<file path="config.mk">
export PLATFORM = sky130hd
export DESIGN_NAME = led_activity_combiner
export DESIGN_NICKNAME = d
export VERILOG_FILES = /design/src/rtl/led_comb_pkg.sv /design/src/rtl/led_en_reg.sv /design/src/rtl/led_gate_or.sv /design/src/rtl/led_activity_combiner.sv
export SDC_FILE = /design/constraint.sdc
export NUM_CORES = 1
export LEC_CHECK = 0
export BUFFER_PORTS_ARGS = -buffer_cell sky130_fd_sc_hd__buf_4
export CORE_AREA = 2 2 39 41
export CTS_BUF_LIST = sky130_fd_sc_hd__clkbuf_8
export DETAILED_ROUTE_END_ITERATION = 10
export DIE_AREA = 0 0 41 43
export SYNTH_ARGS = -nofsm -noshare
export SYNTH_HDL_FRONTEND = slang
export SYNTH_SLANG_ARGS = --single-unit
</file>
<file path="constraint.sdc">
create_clock -name clk -period 2.28 [get_ports clk]
set_clock_uncertainty 0.05 [all_clocks]
set_input_delay 0.456 -clock clk [delete_from_list [all_inputs] [get_ports clk]]
set_output_delay 0.456 -clock clk [all_outputs]
set_load 0.005 [all_outputs]
</file>
<file path="src/rtl/led_comb_pkg.sv">
package led_comb_pkg;

  localparam int unsigned NSRC = 4;

  // Source positions in the activity and enable vectors
  typedef enum logic [1:0] {
    SRC_COL  = 2'd0,
    SRC_RX   = 2'd1,
    SRC_RXM  = 2'd2,
    SRC_TX   = 2'd3
  } src_e;

  localparam logic [NSRC-1:0] EN_HARD_DEFAULT = 4'b1000;

  // Gated OR of activity against enables
  function automatic logic led_combine(input logic [NSRC-1:0] act,
                                       input logic [NSRC-1:0] en);
    logic hit;
    hit = 1'b0;
    for (int i = 0; i < NSRC; i++) begin
      hit = hit | (act[i] & en[i]);
    end
    return hit;
  endfunction

endpackage

</file>
<file path="src/rtl/led_en_reg.sv">
module led_en_reg
  import led_comb_pkg::*;
#(
  parameter int unsigned    W      = NSRC,
  parameter logic [W-1:0]   RST_EN = EN_HARD_DEFAULT
) (
  input  logic         clk,
  input  logic         hrst_n,
  input  logic         we,
  input  logic [W-1:0] wdata,
  output logic [W-1:0] en
);

  // Only the hard reset and a write touch the enables
  always_ff @(posedge clk or negedge hrst_n) begin
    if (!hrst_n) begin
      en <= RST_EN;
    end else if (we) begin
      en <= wdata;
    end
  end

  // a write lands at the edge after the strobe
  a_r7_write_lands: assert property (@(posedge clk) disable iff (!hrst_n)
    we |=> (en == $past(wdata)));

  // without a write the enables hold, whatever srst/stop do
  a_r5_r6_en_hold: assert property (@(posedge clk) disable iff (!hrst_n)
    !we |=> $stable(en));

endmodule

</file>
<file path="src/rtl/led_gate_or.sv">
module led_gate_or
  import led_comb_pkg::*;
#(
  parameter int unsigned W = NSRC
) (
  input  logic         clk,
  input  logic         hrst_n,
  input  logic         srst,
  input  logic         stop,
  input  logic [W-1:0] act,
  input  logic [W-1:0] en,
  output logic         led
);

  logic blank;
  logic [W-1:0] gated;
  logic led_next;

  assign blank = srst | stop;

  // Per-source gating kept as a named vector for inspection
  for (genvar g = 0; g < W; g++) begin : g_gate
    assign gated[g] = act[g] & en[g];
  end

  assign led_next = blank ? 1'b0 : led_combine(act, en);

  always_ff @(posedge clk or negedge hrst_n) begin
    if (!hrst_n) begin
      led <= 1'b0;
    end else begin
      led <= led_next;
    end
  end

  // registered gated OR of the previous cycle
  a_r2_led_follows: assert property (@(posedge clk) disable iff (!hrst_n)
    !blank |=> (led == $past(|gated)));

  // soft reset or stop blanks the LED on the following cycle
  a_r9_blank: assert property (@(posedge clk) disable iff (!hrst_n)
    blank |=> !led);

  // LED lit only if some source had its enable set
  a_r3_needs_enable: assert property (@(posedge clk) disable iff (!hrst_n)
    ((act & en) == '0) |=> !led);

endmodule

</file>
<file path="src/rtl/led_activity_combiner.sv">
module led_activity_combiner
  import led_comb_pkg::*;
(
  input  logic            clk,
  input  logic            hrst_n,
  input  logic            srst,
  input  logic            stop,
  input  logic [NSRC-1:0] act_i,
  input  logic            cfg_we,
  input  logic [NSRC-1:0] cfg_wdata,
  output logic [NSRC:0]   cfg_rdata,
  output logic            led_o
);

  logic [NSRC-1:0] en_q;

  led_en_reg #(.W(NSRC), .RST_EN(EN_HARD_DEFAULT)) u_en (
    .clk   (clk),
    .hrst_n(hrst_n),
    .we    (cfg_we),
    .wdata (cfg_wdata),
    .en    (en_q)
  );

  led_gate_or #(.W(NSRC)) u_gate (
    .clk   (clk),
    .hrst_n(hrst_n),
    .srst  (srst),
    .stop  (stop),
    .act   (act_i),
    .en    (en_q),
    .led   (led_o)
  );

  // read word carries the status copy above the enables
  assign cfg_rdata = {led_o, en_q};

endmodule

</file>
# ---- Word-level counts from Yosys, hierarchy flattened
# Cells that the tools add are included.
dict set report totals {
  ff_bits 5
  inputBits 13
  out_inout_bits 6
  wordCells 11
}
dict set report classes {
  muxes 1
  bitwise_logic 8
}
# operator count
set ops {}
lappend ops {{AND 1 bit} 4}
lappend ops {{bitwise OR 1 bit} 4}
lappend ops {{2-to-1 mux 1 bit} 1}

# ---- Longest topological paths before layout
dict set report depth {
  depth_word 5
  ltp_mapped 2
  depth_no_buf 2
}

# ---- Modules after synthesis
# Synthesis repeated with hierarchy kept, for this count alone.
dict set report unflattened {
  cells_unflattened 13
  hier_area_um2 206.4
}
# mod instances cells_per_inst area_each_um2
set modules_own_cells {}
lappend modules_own_cells {led_en_reg 1 8 146.4}
lappend modules_own_cells {led_gate_or 1 4 52.6}
lappend modules_own_cells {led_activity_combiner 1 1 7.5}

# ---- Worst setup path after synthesis
# Ideal clock, no wire load.
dict set report synth_path {
  kind {register -> output}
  start {register u_en.en[3]}
  end {output port cfg_rdata[3]}
  t_arrival_ps 517
  slack_ps 1257
  stages_incl_launch_ff 1
  path_buffers 0
  cell_sequence {dfstp_2}
}
# element line_no
set synth_rtl {}
lappend synth_rtl {{start, declared} led_en_reg.sv:11} ;# output logic [W-1:0] en
lappend synth_rtl {{start signal, assigned} led_en_reg.sv:19} ;# en <= wdata;
lappend synth_rtl {{end, declared} led_activity_combiner.sv:11} ;# output logic [NSRC:0] cfg_rdata,
# No word-level cell between the ends.

# ---- Worst setup path in the final report
dict set report layout_path {
  start {register u_en.en[3]}
  end {output port cfg_rdata[3]}
}
# No word-level cell between the ends.

==> Flow_metrics.wiki <==
{| class="wikitable"
! Metric !! Value
|-
| Result of the run || complete, no violations
|-
| Fillcell total || around 150
|-
| Lkg Pwr || ~0.20 nW
|-
| Final antenna-violating net count || 0
|-
| Number of enable-type register cells in the synthesized netlist || 0
|-
| Insertion delay of the later-clocked pin in the worst-skew pair || ~0.22 ns
|-
| Via count of the first global-routing pass || 198
|-
| Hold-fix buffers, CTS || 1
|-
| CP max FO || 3
|-
| Setup fix buffers added after clock tree synthesis || 0
|-
| Min Hold Slack || 0.346 ns
|-
| Crit end category || primary output
|-
| Maximum vdd drop || 0.191 mV
|-
| Part of the total power dissipated in the clock network || 50.4%
|-
| Die width || 41 um
|-
| Number of port buffers || 18
|-
| Number of resized instances in the post-cts repair step || 0
|-
| Fraction of the yosys area taken by sequential cells || 62.7%
|-
| Time the final worst path needs with I/O delays and setup || 1.36 ns
|-
| Achievable clock frequency || approximately 740 MHz
|-
| First-pass GRT wire length || 772 um
|-
| Number of synthesized register bits || 5
|-
| Crit Path Category || flop to primary output
|-
| Count of standard-cell rows || 14
|-
| Worst setup SP type || flop
|-
| Overall die height || 43 um
|-
| M1 GR Usage || 8.14%
|-
| Cell area after technology mapping || 201 sq um
|-
| Final weighted congestion of routability-driven global placement || between 0.6 and 0.7
|-
| Detailed-route DRC error count || 0
|-
| Total global routing overflow || 0
|-
| Area contributors post-synth || dfrtp_1, mux2_2, dfstp_2
|-
| Drt first-iter violations || 0
|-
| Clock sinks || 5
|-
| Bufs on Longest Clock Path || 2
|-
| Switching power || 0.0608 mW
|-
| DIE AREA || between 0.0015 and 0.002 sq mm
|-
| Internal power || between 0.2 and 0.25 mW
|-
| Clock transition at the register clock pins on the worst setup and hold paths after CTS || around 0.030 ns
|-
| Async SR Flop Fraction || 100%
|-
| Slack of the worst reg-to-reg path || 1.28 ns
|-
| Via Count || 194
|-
| TritonCTS clock tree || built
|-
| Area grow syn2layout || 101%
|-
| Power density normalized to cell area || 764 mW/mm^2
|-
| Clock root buffer || clkbuf_8
|-
| Reg2reg path depth || 2
|-
| Fraction of synthesized cell area taken by the top area cell type || 49.7%
|-
| Number of buffers and inverters on the critical path || 1
|-
| Number of max-slew violations in the final report || 0
|-
| Area leader, netlist || dfrtp_1
|-
| Final Hold Viols || 0
|-
| GR Layer Usage met3 || about 3.1%
|-
| Switching part of the total || 19.7%
|-
| Global routing usage on met2 || 10.0%
|-
| Yosys cell types || 6
|-
| Worst-case hold path end point || u_gate.led
|-
| Top cells by instance count after synthesis || dfrtp_1, mux2_2, a22oi_1
|-
| Ratio of cells with drive above 1 in the final layout || 74.3%
|-
| Reg2reg start || u_en.en[3]
|-
| Gate Count Post-Synth || 13
|-
| Via density per instance || 3.80
|-
| Share of the clock period used by the worst path after layout || 59.5%
|-
| Tot GR Track Use || 7.56%
|-
| Logic gate share of total power || between 15 and 20%
|-
| # Max-Cap Violations || 0
|-
| RSZ-0062 raised after global routing || false
|-
| Headroom to the max-slew limit || 85.8%
|-
| Area of the multi-input gates || 67.6 sq um
|-
| Layout Nets || 49
|-
| Number of setup violations in the final report || 0
|-
| Post-Syn Nets || 26
|-
| Crit path required time || 1.77 ns
|-
| Start point of the worst min-delay path || srst
|-
| Total negative slack for setup checks || 0 ns
|-
| Area of all sequential standard cells || 126 sq um
|-
| Total Routed Length || a little over 600 um
|-
| Ports placed on the boundary || 19
|-
| Number of warnings printed during yosys synthesis || 0
|-
| Min-delay worst type || primary input to flop
|-
| First-pass detailed-route iteration total || 1
|-
| Endpoint arrival time on the critical path || between 0.8 and 0.9 ns
|-
| Largest stage delay, worst path || roughly 0.53 ns
|-
| Terminus of the critical flop-to-flop path || u_gate.led
|-
| Initial Util || around 15%
|-
| Cell depth of the worst hold path || 2
|-
| Core Region || about 0.0014 sq mm
|-
| Layer with the highest usage || met2
|-
| CP top delay family || flip-flops
|-
| Final antenna diode count || 0
|-
| Number of buffers inserted during clock tree synthesis || 3
|-
| Number of H-tree levels || 1
|-
| Library cell contributing the largest single delay on the critical path || dfstp_2
|-
| Routed wire length per instance || 11.9 um
|-
| Maximum number of pins on one net before global-route repair || 6
|-
| Post-synth top flop || dfrtp_1
|-
| Worst path cell trace || buf_4
|-
| Initial antenna violation count || 0
|-
| Part of the total power dissipated in sequential elements || 34.0%
|-
| Worst Max-Slew Pin Slew || between 0.2 and 0.25 ns
|-
| Mean Syn Cell Area || 15.5 sq um
|}
## registers in the layout, indices dropped and copies added (netlist names)
register	cells
u_en.en	4
u_gate.led	1
## per-stage QoR
step                      utilization (%)  area [sq um]  instances  worst slack, ns  total power, mW
after global placement               25.2           349         46             1.16            0.153
final                                29.2           404         51            0.923            0.309
after CTS                            29.2           404         51            0.913            0.317
after detailed placement             25.2           349         46             1.15            0.154
after floorplan                         -           201         13             1.26            0.119
after global routing                 29.2           404         51            0.895            0.328
## cell usage in the layout, fill, tap and decap left out, drive strengths merged
cell,netlist,layout
a211oi,1,1
a22oi,2,2
buf,1,18
clkbuf,0,3
dfrtp,4,4
dfstp,1,1
dlygate4sd3,0,1
inv,0,1
mux2,4,4
## how the worst max path moves through the flow
stage | start | to | slack (ns) | depth (start not counted)
floorplan | u_en.en[3] | cfg_rdata[3] | 1.26 | 0
global placement | u_en.en[3] | cfg_rdata[3] | 1.16 | 1
detailed placement | u_en.en[3] | cfg_rdata[3] | 1.15 | 1
CTS | u_en.en[3] | cfg_rdata[3] | 0.91 | 1
global route | u_en.en[3] | cfg_rdata[3] | 0.89 | 1
finish | u_en.en[3] | cfg_rdata[3] | 0.92 | 1
## cell families (layout without fill, tap and decap cells)
group                  Yosys count  after routing  share of synthesized area, %
buffers and inverters            1             23                          3.73
muxes                            4              4                          22.4
AOI/OAI and AO/OA                3              3                          11.2
DFF                              5              5                          62.7
## metal layers
layer / vias to the layer above / wire, um
li1: 91 / -
met1: 84 / 265
met2: 19 / 228
met3: 0 / 114
met4: 0 / 0
met5: - / 0
## final cells by class
type / instances / share of cell area, %
sequential: 5 / 31.3
tap: 16 / 4.95
clock buffer: 3 / 10.2
clock inverter: 1 / 0.929
multi-input combinational: 7 / 16.7
timing repair buffer: 19 / 35.9
## power by group through the flow
| stage | registers [mW] | logic (mW) | clock network, mW |
|---|---|---|---|
| floorplan | 0.106 | 0.0127 | 0 |
| global placement | 0.106 | 0.0471 | 0 |
| detailed placement | 0.106 | 0.0474 | 0 |
| CTS | 0.105 | 0.0489 | 0.163 |
| global route | 0.106 | 0.0531 | 0.169 |
| finish | 0.105 | 0.0480 | 0.156 |
(Power assumes the default switching activity.)
